`src/rtl/gpio_bank_pkg.sv`:
```
package gpio_bank_pkg;
  localparam int unsigned AW = 3;
  localparam int unsigned DW = 32;

  typedef enum logic [AW-1:0] {
    SEL_DIR  = 3'd0,
    SEL_OUT  = 3'd1,
    SEL_IN   = 3'd2,
    SEL_PEN  = 3'd3,
    SEL_PDIR = 3'd4
  } reg_sel_e;
endpackage

```
`src/rtl/gpio_sync.sv`:
```
module gpio_sync #(
  parameter int unsigned W = 8
) (
  input  logic         clk_i,
  input  logic         rst_ni,
  input  logic [W-1:0] d_i,
  output logic [W-1:0] q_o
);
  logic [W-1:0] meta_q, sync_q;

  always_ff @(posedge clk_i or negedge rst_ni) begin
    if (!rst_ni) begin
      meta_q <= '0;
      sync_q <= '0;
    end else begin
      meta_q <= d_i;
      sync_q <= meta_q;
    end
  end

  assign q_o = sync_q;
endmodule

```
`src/rtl/gpio_field_reg.sv`:
```
module gpio_field_reg #(
  parameter logic [31:0] MASK      = 32'hFFFF_FFFF,
  parameter logic [31:0] RST_VALUE = 32'h0
) (
  input  logic        clk_i,
  input  logic        rst_ni,
  input  logic        we_i,
  input  logic [31:0] wdata_i,
  output logic [31:0] q_o
);
  logic [31:0] q;

  always_ff @(posedge clk_i or negedge rst_ni) begin
    if (!rst_ni)   q <= RST_VALUE & MASK;
    else if (we_i) q <= wdata_i & MASK;
  end

  assign q_o = q;
endmodule

```
`src/rtl/gpio_pad_ctrl.sv`:
```
module gpio_pad_ctrl #(
  parameter int unsigned NUM_PINS    = 12,
  parameter int unsigned FIELD_SHIFT = 16
) (
  input  logic [31:0]         dir_i,
  input  logic [31:0]         out_i,
  input  logic [31:0]         pen_i,
  input  logic [31:0]         pdir_i,
  output logic [NUM_PINS-1:0] pad_out_o,
  output logic [NUM_PINS-1:0] pad_oe_no,
  output logic [NUM_PINS-1:0] pad_pu_o,
  output logic [NUM_PINS-1:0] pad_pd_o
);
  for (genvar i = 0; i < NUM_PINS; i++) begin : g_pin
    assign pad_oe_no[i] = dir_i[i];
    assign pad_out_o[i] = out_i[i+FIELD_SHIFT];
    assign pad_pu_o[i]  = pen_i[i] &  pdir_i[i+FIELD_SHIFT];
    assign pad_pd_o[i]  = pen_i[i] & ~pdir_i[i+FIELD_SHIFT];
  end
endmodule

```
`src/rtl/gpio_bank.sv`:
```
module gpio_bank
  import gpio_bank_pkg::*;
#(
  parameter int unsigned NUM_PINS    = 12,
  parameter int unsigned FIELD_SHIFT = 16
) (
  input  logic                clk_i,
  input  logic                rst_ni,
  input  logic                wr_en_i,
  input  logic                rd_en_i,
  input  logic [AW-1:0]       addr_i,
  input  logic [DW-1:0]       wdata_i,
  output logic [DW-1:0]       rdata_o,
  input  logic [NUM_PINS-1:0] pad_in_i,
  output logic [NUM_PINS-1:0] pad_out_o,
  output logic [NUM_PINS-1:0] pad_oe_no,
  output logic [NUM_PINS-1:0] pad_pu_o,
  output logic [NUM_PINS-1:0] pad_pd_o
);
  localparam logic [DW-1:0] LO_MASK = (NUM_PINS >= DW) ? {DW{1'b1}}
                                      : ((DW'(1) << NUM_PINS) - DW'(1));
  localparam logic [DW-1:0] HI_MASK = LO_MASK << FIELD_SHIFT;

  logic [DW-1:0] dir_q, out_q, pen_q, pdir_q, in_w, rd_mux, rdata_q;
  logic [NUM_PINS-1:0] sync_w;
  logic we_dir, we_out, we_pen, we_pdir;

  assign we_dir  = wr_en_i && (addr_i == SEL_DIR);
  assign we_out  = wr_en_i && (addr_i == SEL_OUT);
  assign we_pen  = wr_en_i && (addr_i == SEL_PEN);
  assign we_pdir = wr_en_i && (addr_i == SEL_PDIR);

  gpio_field_reg #(.MASK(LO_MASK), .RST_VALUE(LO_MASK)) u_dir (
    .clk_i, .rst_ni, .we_i(we_dir), .wdata_i, .q_o(dir_q));
  gpio_field_reg #(.MASK(HI_MASK), .RST_VALUE('0)) u_out (
    .clk_i, .rst_ni, .we_i(we_out), .wdata_i, .q_o(out_q));
  gpio_field_reg #(.MASK(LO_MASK), .RST_VALUE('0)) u_pen (
    .clk_i, .rst_ni, .we_i(we_pen), .wdata_i, .q_o(pen_q));
  gpio_field_reg #(.MASK(HI_MASK), .RST_VALUE('0)) u_pdir (
    .clk_i, .rst_ni, .we_i(we_pdir), .wdata_i, .q_o(pdir_q));

  gpio_sync #(.W(NUM_PINS)) u_sync (
    .clk_i, .rst_ni, .d_i(pad_in_i), .q_o(sync_w));

  assign in_w = DW'(sync_w);

  gpio_pad_ctrl #(.NUM_PINS(NUM_PINS), .FIELD_SHIFT(FIELD_SHIFT)) u_pad (
    .dir_i(dir_q), .out_i(out_q), .pen_i(pen_q), .pdir_i(pdir_q),
    .pad_out_o, .pad_oe_no, .pad_pu_o, .pad_pd_o);

  always_comb begin
    unique case (addr_i)
      SEL_DIR:  rd_mux = dir_q;
      SEL_OUT:  rd_mux = out_q;
      SEL_IN:   rd_mux = in_w;
      SEL_PEN:  rd_mux = pen_q;
      SEL_PDIR: rd_mux = pdir_q;
      default:  rd_mux = '0;
    endcase
  end

  always_ff @(posedge clk_i or negedge rst_ni) begin
    if (!rst_ni)      rdata_q <= '0;
    else if (rd_en_i) rdata_q <= rd_mux;
  end

  assign rdata_o = rdata_q;

  AST_PULL_OFF: assert property (@(posedge clk_i) disable iff (!rst_ni)
    ((pad_pu_o | pad_pd_o) & ~pen_q[NUM_PINS-1:0]) == '0);
  AST_PULL_UP_DIR: assert property (@(posedge clk_i) disable iff (!rst_ni)
    ((pen_q[NUM_PINS-1:0] & pdir_q[FIELD_SHIFT +: NUM_PINS]) & ~pad_pu_o) == '0);
  AST_DIR_WRITE: assert property (@(posedge clk_i) disable iff (!rst_ni)
    we_dir |=> (dir_q == ($past(wdata_i) & LO_MASK)));
  AST_UNMAPPED_ZERO: assert property (@(posedge clk_i) disable iff (!rst_ni)
    ((dir_q | pen_q) & ~LO_MASK) == '0 && ((out_q | pdir_q) & ~HI_MASK) == '0);
  AST_RDATA_HOLD: assert property (@(posedge clk_i) disable iff (!rst_ni)
    !rd_en_i |=> $stable(rdata_o));
endmodule

```
`config.mk`:
```
export PLATFORM = sky130hd
export DESIGN_NAME = gpio_bank
export DESIGN_NICKNAME = d
export VERILOG_FILES = /design/src/rtl/gpio_bank_pkg.sv /design/src/rtl/gpio_sync.sv /design/src/rtl/gpio_field_reg.sv /design/src/rtl/gpio_pad_ctrl.sv /design/src/rtl/gpio_bank.sv
export SDC_FILE = /design/constraint.sdc
export NUM_CORES = 1
export LEC_CHECK = 0
export BUFFER_PORTS_ARGS = -buffer_cell sky130_fd_sc_hd__buf_2
export CAP_MARGIN = 20
export CORE_MARGIN = 2
export CORE_UTILIZATION = 59
export DETAILED_ROUTE_END_ITERATION = 8
export PLACE_DENSITY = 0.91
export SLEW_MARGIN = 20
export SYNTH_ARGS = -nofsm -noshare
export SYNTH_HDL_FRONTEND = slang
export SYNTH_HIERARCHICAL = 1
export SYNTH_SLANG_ARGS = --single-unit
```
`constraint.sdc`:
```
create_clock -name clk_i -period 2.23 [get_ports clk_i]
set_input_delay 0.1115 -clock clk_i [delete_from_list [all_inputs] [get_ports clk_i]]
set_output_delay 0.1115 -clock clk_i [all_outputs]
set_load 0.03 [all_outputs]
```
=== Word level (Yosys, flattened, before mapping) ===
Index checks and enable logic that the tools add are counted.

* Multiplexer cells: 1
* Reductions and logical operators: 5
* Equal/unequal tests: 4
* Bitwise gates (word level): 36

{| class="wikitable"
|+ Operators with widths
! kind !! number
|-
| $pmux 28 s5 || 1
|-
| $and 1x1->1 || 24
|-
| $not 1->1 || 12
|-
| $eq 3x2->1 const B || 2
|-
| $logic_and 1x1->1 || 4
|-
| $eq 3x1->1 const B || 1
|-
| $eq 3x3->1 const B || 1
|-
| $logic_not 3->1 || 1
|}

* Input port bits: 51
* Output and inout port bits: 80
* Register bits after elaboration: 104

=== Logic depth before layout (Yosys ltp) ===
* Depth in word-level cells: 2
* Gate-level depth with buffers: 7
* Mapped depth without buffers: 4

=== Modules after synthesis ===
The synthesis kept the hierarchy.

{| class="wikitable"
|+ By module, submodules not included
! module !! instances !! cells an instance !! area an instance (um2) !! sequential area each (um2)
|-
| gpio_bank || 1 || 236 || 2222.1 || 800.8
|-
| gpio_field_reg at u_out ... || 3 || 46 || 638.1 || 300.3
|-
| gpio_field_reg at u_dir || 1 || 46 || 653.1 || 315.3
|-
| gpio_sync || 1 || 24 || 600.6 || 600.6
|-
| gpio_pad_ctrl || 1 || 48 || 330.3 || 0.0
|}

=== Worst setup path before layout ===
Ideal clock, no wire load.

* Path kind: in2reg
* From: input port addr_i[2]
* To: register u_out.q[16] (netlist: u_out/q_o[16])
* Arrival time: 1.644 ns
* Data required time: 2.105 ns
* Slack: 0.461 ns
* Buffers on the path: 4
* Library setup time: 0.125 ns
* Cell stages on the path: 6
* Cell sequence: buf_4 -> buf_4 -> buf_2 -> nor4bb_1 -> buf_6 -> mux2_4

* Cells in the longest elaborated chain, start to end: 2

{| class="wikitable"
|+ Ends and longest elaborated chain
! what !! line !! RTL
|-
| start: declaration || gpio_bank.sv:11 || <nowiki>input logic [AW-1:0] addr_i,</nowiki>
|-
| $eq 3x1->1 || gpio_bank.sv:29 || <nowiki>assign we_out = wr_en_i && (addr_i == SEL_OUT);</nowiki>
|-
| $logic_and 1x1->1 || gpio_bank.sv:29 ||
|-
| named net we_out || gpio_bank.sv:26 || <nowiki>logic we_dir, we_out, we_pen, we_pdir;</nowiki>
|-
| end signal: assignment || gpio_field_reg.sv:14 || <nowiki>if (!rst_ni) q <= RST_VALUE & MASK;</nowiki>
|-
| end signal: assignment || gpio_field_reg.sv:15 || <nowiki>else if (we_i) q <= wdata_i & MASK;</nowiki>
|-
| end: declaration || gpio_field_reg.sv:11 || <nowiki>logic [31:0] q;</nowiki>
|}

The timed path passes the listed nets, and every way through them passes these cells.
A chain may end at the register's enable or synchronous reset.

=== Final worst setup path ===
* From: input port addr_i[1]
* To: register rdata_q[9] (netlist: rdata_o[9])

* Cells in the longest elaborated chain, start to end: 2

{| class="wikitable"
|+ Ends and longest elaborated chain
! what !! line !! RTL
|-
| $eq 3x3->1, or another cell as far along || gpio_bank.sv:52 || <nowiki>unique case (addr_i)</nowiki>
|-
| $pmux 28 s5 (*) || gpio_bank.sv:52 ||
|-
| end signal: assignment || gpio_bank.sv:64 || <nowiki>else if (rd_en_i) rdata_q <= rd_mux;</nowiki>
|-
| end: declaration || gpio_bank.sv:24 || <nowiki>logic [DW-1:0] dir_q, out_q, pen_q, pdir_q, in_w, rd_mux, rdata_q;</nowiki>
|}

Every way passes the cells marked *; elsewhere a longest branch is shown, timed or not.

==> flow_metrics.tcl <==
set metrics [dict create \
    powerDensity_mw_per_mm2 827 \
    cts.htree.levels 3 \
    clk_transition_reported_paths_ns 0.10 \
    worstHoldPathCells 2 \
    max_slew.worst_pin.slew_ns 0.969 \
    layout.cells.non_filler 752 \
    setup_viol_count_final 0 \
    design.portCount 131 \
    worst_setup_path_endpoint "rdata_o[9]$_DFFE_PN0P_" \
    ys.warnings.count 6 \
    floorplan.die_area_mm2 0.0105 \
    clock_latency_on_the_worst_skew_pair_ns 0.37 \
    grt_most_used_layer "met2" \
    r2r-end "rdata_o[26]$_DFFE_PN0P_" \
    cts_post_setup_buffers_inserted 0 \
    dieWidth_um 102 \
    synth.yosys.seq_area_share_pct 45.8 \
    worst_path_largest_cell_delay_ns 0.75 \
    worst-endpoint-arrival_ns 1.84 \
    place_ws_ns 0.312 \
    postLayoutSetupSlackWorst_ns 0.678 \
    timing.max_cap.violations 0 \
    io_buffer_count 122 \
    critPathMaxFanout 15 \
    worstSetupStartpoint "addr_i[1]" \
    drt-wirelength-per-cell_um 17.2 \
    cts_made_buffers 9 \
    postSynthCellCount 492 \
    finalNetCount 669 \
    yosys.cell_types.count 28 \
    syn_to_final_growth_pct 14.3 \
    routed_via_density 5.14 \
    cts-resized-gates 0 \
    worstSetupStartpointType "primary input" \
    criticalPathCategory "in2reg" \
    finalWeightedCongestion 0.810 \
    yosys_register_bits 104 \
    drc_errors 0 \
    cp_cell_sequence "buf_2, or2_2, nor2_1, a21oi_1, a31oi_1" \
    fillers 698 \
    per_instance_average_area_after_synthesis_um2 11.6 \
    drt-pass1-iter-count 4 \
    status "finished, final reports clean" \
    reg2reg_from "u_out/q_o[26]$_DFFE_PN0P_" \
    grtUsageMet1_pct 33.2 \
    groute.layer.met2.usage_pct 43.4 \
    cts_tree "built" \
    final.period_utilization_pct 69.6 \
    slew_viol_final 0 \
    cts-hold-fix-buffers 35 \
    grt_max_degree 61 \
    floorplan.core_area_mm2 0.00933 \
    reg2reg_setup_slack_ns 1.11 \
    grt_use_met3_pct 4.17 \
    min_tclk_post_route_ns 1.55 \
    grt_antenna_before_repair 0 \
    grt_first_pass_wirelength_um 20200 \
    critical_path_buf_inv_count 1 \
    power.total_uw 5410 \
    post_route_cells_drive_above_1_share_pct 36.4 \
    globalRoute.totalOverflow 0 \
    crit_path_top_delay_cell "sky130_fd_sc_hd__nor2_1" \
    synth_area_mm2 0.00572 \
    cp_num_cells 5 \
    antenna-diode-count 0 \
    peakVddDrop_mv 0.394 \
    vias 3866 \
    detail_route.iter0.violations 172 \
    placed_cells 701 \
    critPathCaptureType "flip-flop" \
    r2r_cell_count 3 \
    globalRouteTotalUtil_pct 25.7 \
    final_antenna_net_count 0 \
    timing.final.hold_violations 0 \
    clk_path_buf_depth 2 \
    die_y_um 102 \
    maxSlewHeadroom_pct 35.2 \
    cp.required_ns 2.52 \
    clock_tree.root_cell "sky130_fd_sc_hd__clkbuf_8" \
    row_count 35 \
    holdCritPathClass "in2reg" \
    fmax_ghz 0.645 \
    grt_setup_unrepaired "no" \
    clock_sinks 104 \
    critical_path.top_delay_family "simple AND/OR/NAND/NOR gates" \
    finalClockSkew_ns 0.00724 \
    place.detailed.hpwl_um 8910 \
    drt_wirelength_um 12900 \
    total_leakage_power_uw 0.00327 \
    totalNegativeSetupSlack_ns 0 \
    floorplan.initialDensity_pct 61.3 \
    vias_in_the_first_global_route 3956 \
]
cell type report:
type                    instances  area [µm²]  area share [%]
flip-flops and latches        104        2620            40.0
multi-input cells             329        2430            37.1
repair buffers                173        1100            16.8
well taps                     129         161            2.47
clock buffers                   9         124            1.89
clock inverters                 7         110            1.68
inverters                       1        3.75          0.0574
sequential cells by signal, indices dropped and copies added (netlist names):
register,cells
u_sync/meta_q,12
u_pdir/q_o,12
rdata_o,32
u_sync/q_o,12
u_dir/q_o,12
u_out/q_o,12
u_pen/q_o,12
power breakdown:
part           leakage (µW)  switching, µW  internal [µW]
clock network      0.000116            707            660
registers           0.00125            252           2190
logic               0.00190            937            663
total               0.00327           1900           3510
cell families (layout without fill, tap and decap cells):
| group | count (synthesis) | after routing | share of synthesized area (%) |
|---|---|---|---|
| DFF | 104 | 104 | 45.8 |
| other | 4 | 80 | 0.262 |
| muxes | 86 | 86 | 18.7 |
| buffers and inverters | 135 | 190 | 17.1 |
| AOI/OAI and AO/OA | 91 | 91 | 11.1 |
| and+or+nand+nor | 72 | 72 | 7.02 |
layer usage:
metal  part of all wire, %  wire length (µm)
met5                     0                 0
met4                   1.9               240
met3                   6.5               840
met2                    50              6520
met1                    41              5320
through the flow:
stage / area [µm²] / util [%] / hold slack [ns]
after global routing: 6540 / 70.1 / 0.00256
after global placement: 5960 / 63.9 / 0.135
after detailed placement: 5960 / 63.9 / 0.135
after floorplan: 6010 / - / -0.184
final: 6540 / 70.1 / 0.0137
after CTS: 6540 / 70.1 / 0.0111
how the worst min path moves through the flow:
stage                from                       end  slack (ns)
6_report       wdata_i[1]  u_dir/q_o[1]$_DFFE_PN1P_        0.01
5_1_grt        wdata_i[1]  u_dir/q_o[1]$_DFFE_PN1P_       0.003
4_1_cts        wdata_i[1]  u_dir/q_o[1]$_DFFE_PN1P_        0.01
3_5_place_dp       rst_ni   rdata_o[15]$_DFFE_PN0P_        0.14
3_3_place_gp       rst_ni   rdata_o[12]$_DFFE_PN0P_        0.13
2_1_floorplan      rst_ni    rdata_o[0]$_DFFE_PN0P_       -0.18
cells in the mapped netlist:
library cell | instances | area share, %
sky130_fd_sc_hd__nor3b_1 | 1 | 0.13
sky130_fd_sc_hd__a22o_1 | 20 | 3.1
sky130_fd_sc_hd__o22ai_1 | 20 | 2.2
sky130_fd_sc_hd__clkbuf_1 | 9 | 0.59
sky130_fd_sc_hd__a21oi_1 | 13 | 1.1
sky130_fd_sc_hd__dfstp_2 | 12 | 5.5
sky130_fd_sc_hd__buf_2 | 8 | 0.70
sky130_fd_sc_hd__a22oi_1 | 26 | 3.4
sky130_fd_sc_hd__mux2_4 | 40 | 10
sky130_fd_sc_hd__a31oi_1 | 12 | 1.3
sky130_fd_sc_hd__and4b_1 | 1 | 0.17
sky130_fd_sc_hd__and3_1 | 1 | 0.11
sky130_fd_sc_hd__mux2i_1 | 38 | 6.6
sky130_fd_sc_hd__nor2b_1 | 13 | 1.4
sky130_fd_sc_hd__or2_1 | 3 | 0.33
sky130_fd_sc_hd__dfrtp_1 | 92 | 40
sky130_fd_sc_hd__clkbuf_2 | 1 | 0.087
sky130_fd_sc_hd__nor2_1 | 26 | 1.7
sky130_fd_sc_hd__nor2b_4 | 1 | 0.24
sky130_fd_sc_hd__buf_4 | 109 | 14
sky130_fd_sc_hd__nor4bb_1 | 1 | 0.17
sky130_fd_sc_hd__nand2b_1 | 2 | 0.22
sky130_fd_sc_hd__inv_1 | 1 | 0.066
sky130_fd_sc_hd__conb_1 | 4 | 0.26
sky130_fd_sc_hd__or2_2 | 10 | 1.1
sky130_fd_sc_hd__mux2_2 | 8 | 1.6
sky130_fd_sc_hd__and2_1 | 13 | 1.4
sky130_fd_sc_hd__buf_6 | 7 | 1.4
placed cells by master, fill, tap and decap left out, drive strengths merged, types with 2 or more instances in the layout:
| master | netlist | routed |
|---|---|---|
| buf | 124 | 138 |
| dfrtp | 92 | 92 |
| conb | 4 | 80 |
| mux2 | 48 | 48 |
| mux2i | 38 | 38 |
| dlygate4sd3 | 0 | 35 |
| nor2 | 26 | 26 |
| a22oi | 26 | 26 |
| o22ai | 20 | 20 |
| a22o | 20 | 20 |
| nor2b | 14 | 14 |
| a21oi | 13 | 13 |
| and2 | 13 | 13 |
| or2 | 13 | 13 |
| a31oi | 12 | 12 |
| dfstp | 12 | 12 |
| clkbuf | 10 | 9 |
| inv | 1 | 5 |
| nand2b | 2 | 2 |
| bufinv | 0 | 2 |
Note: power is estimated with default switching activity, not from simulation.
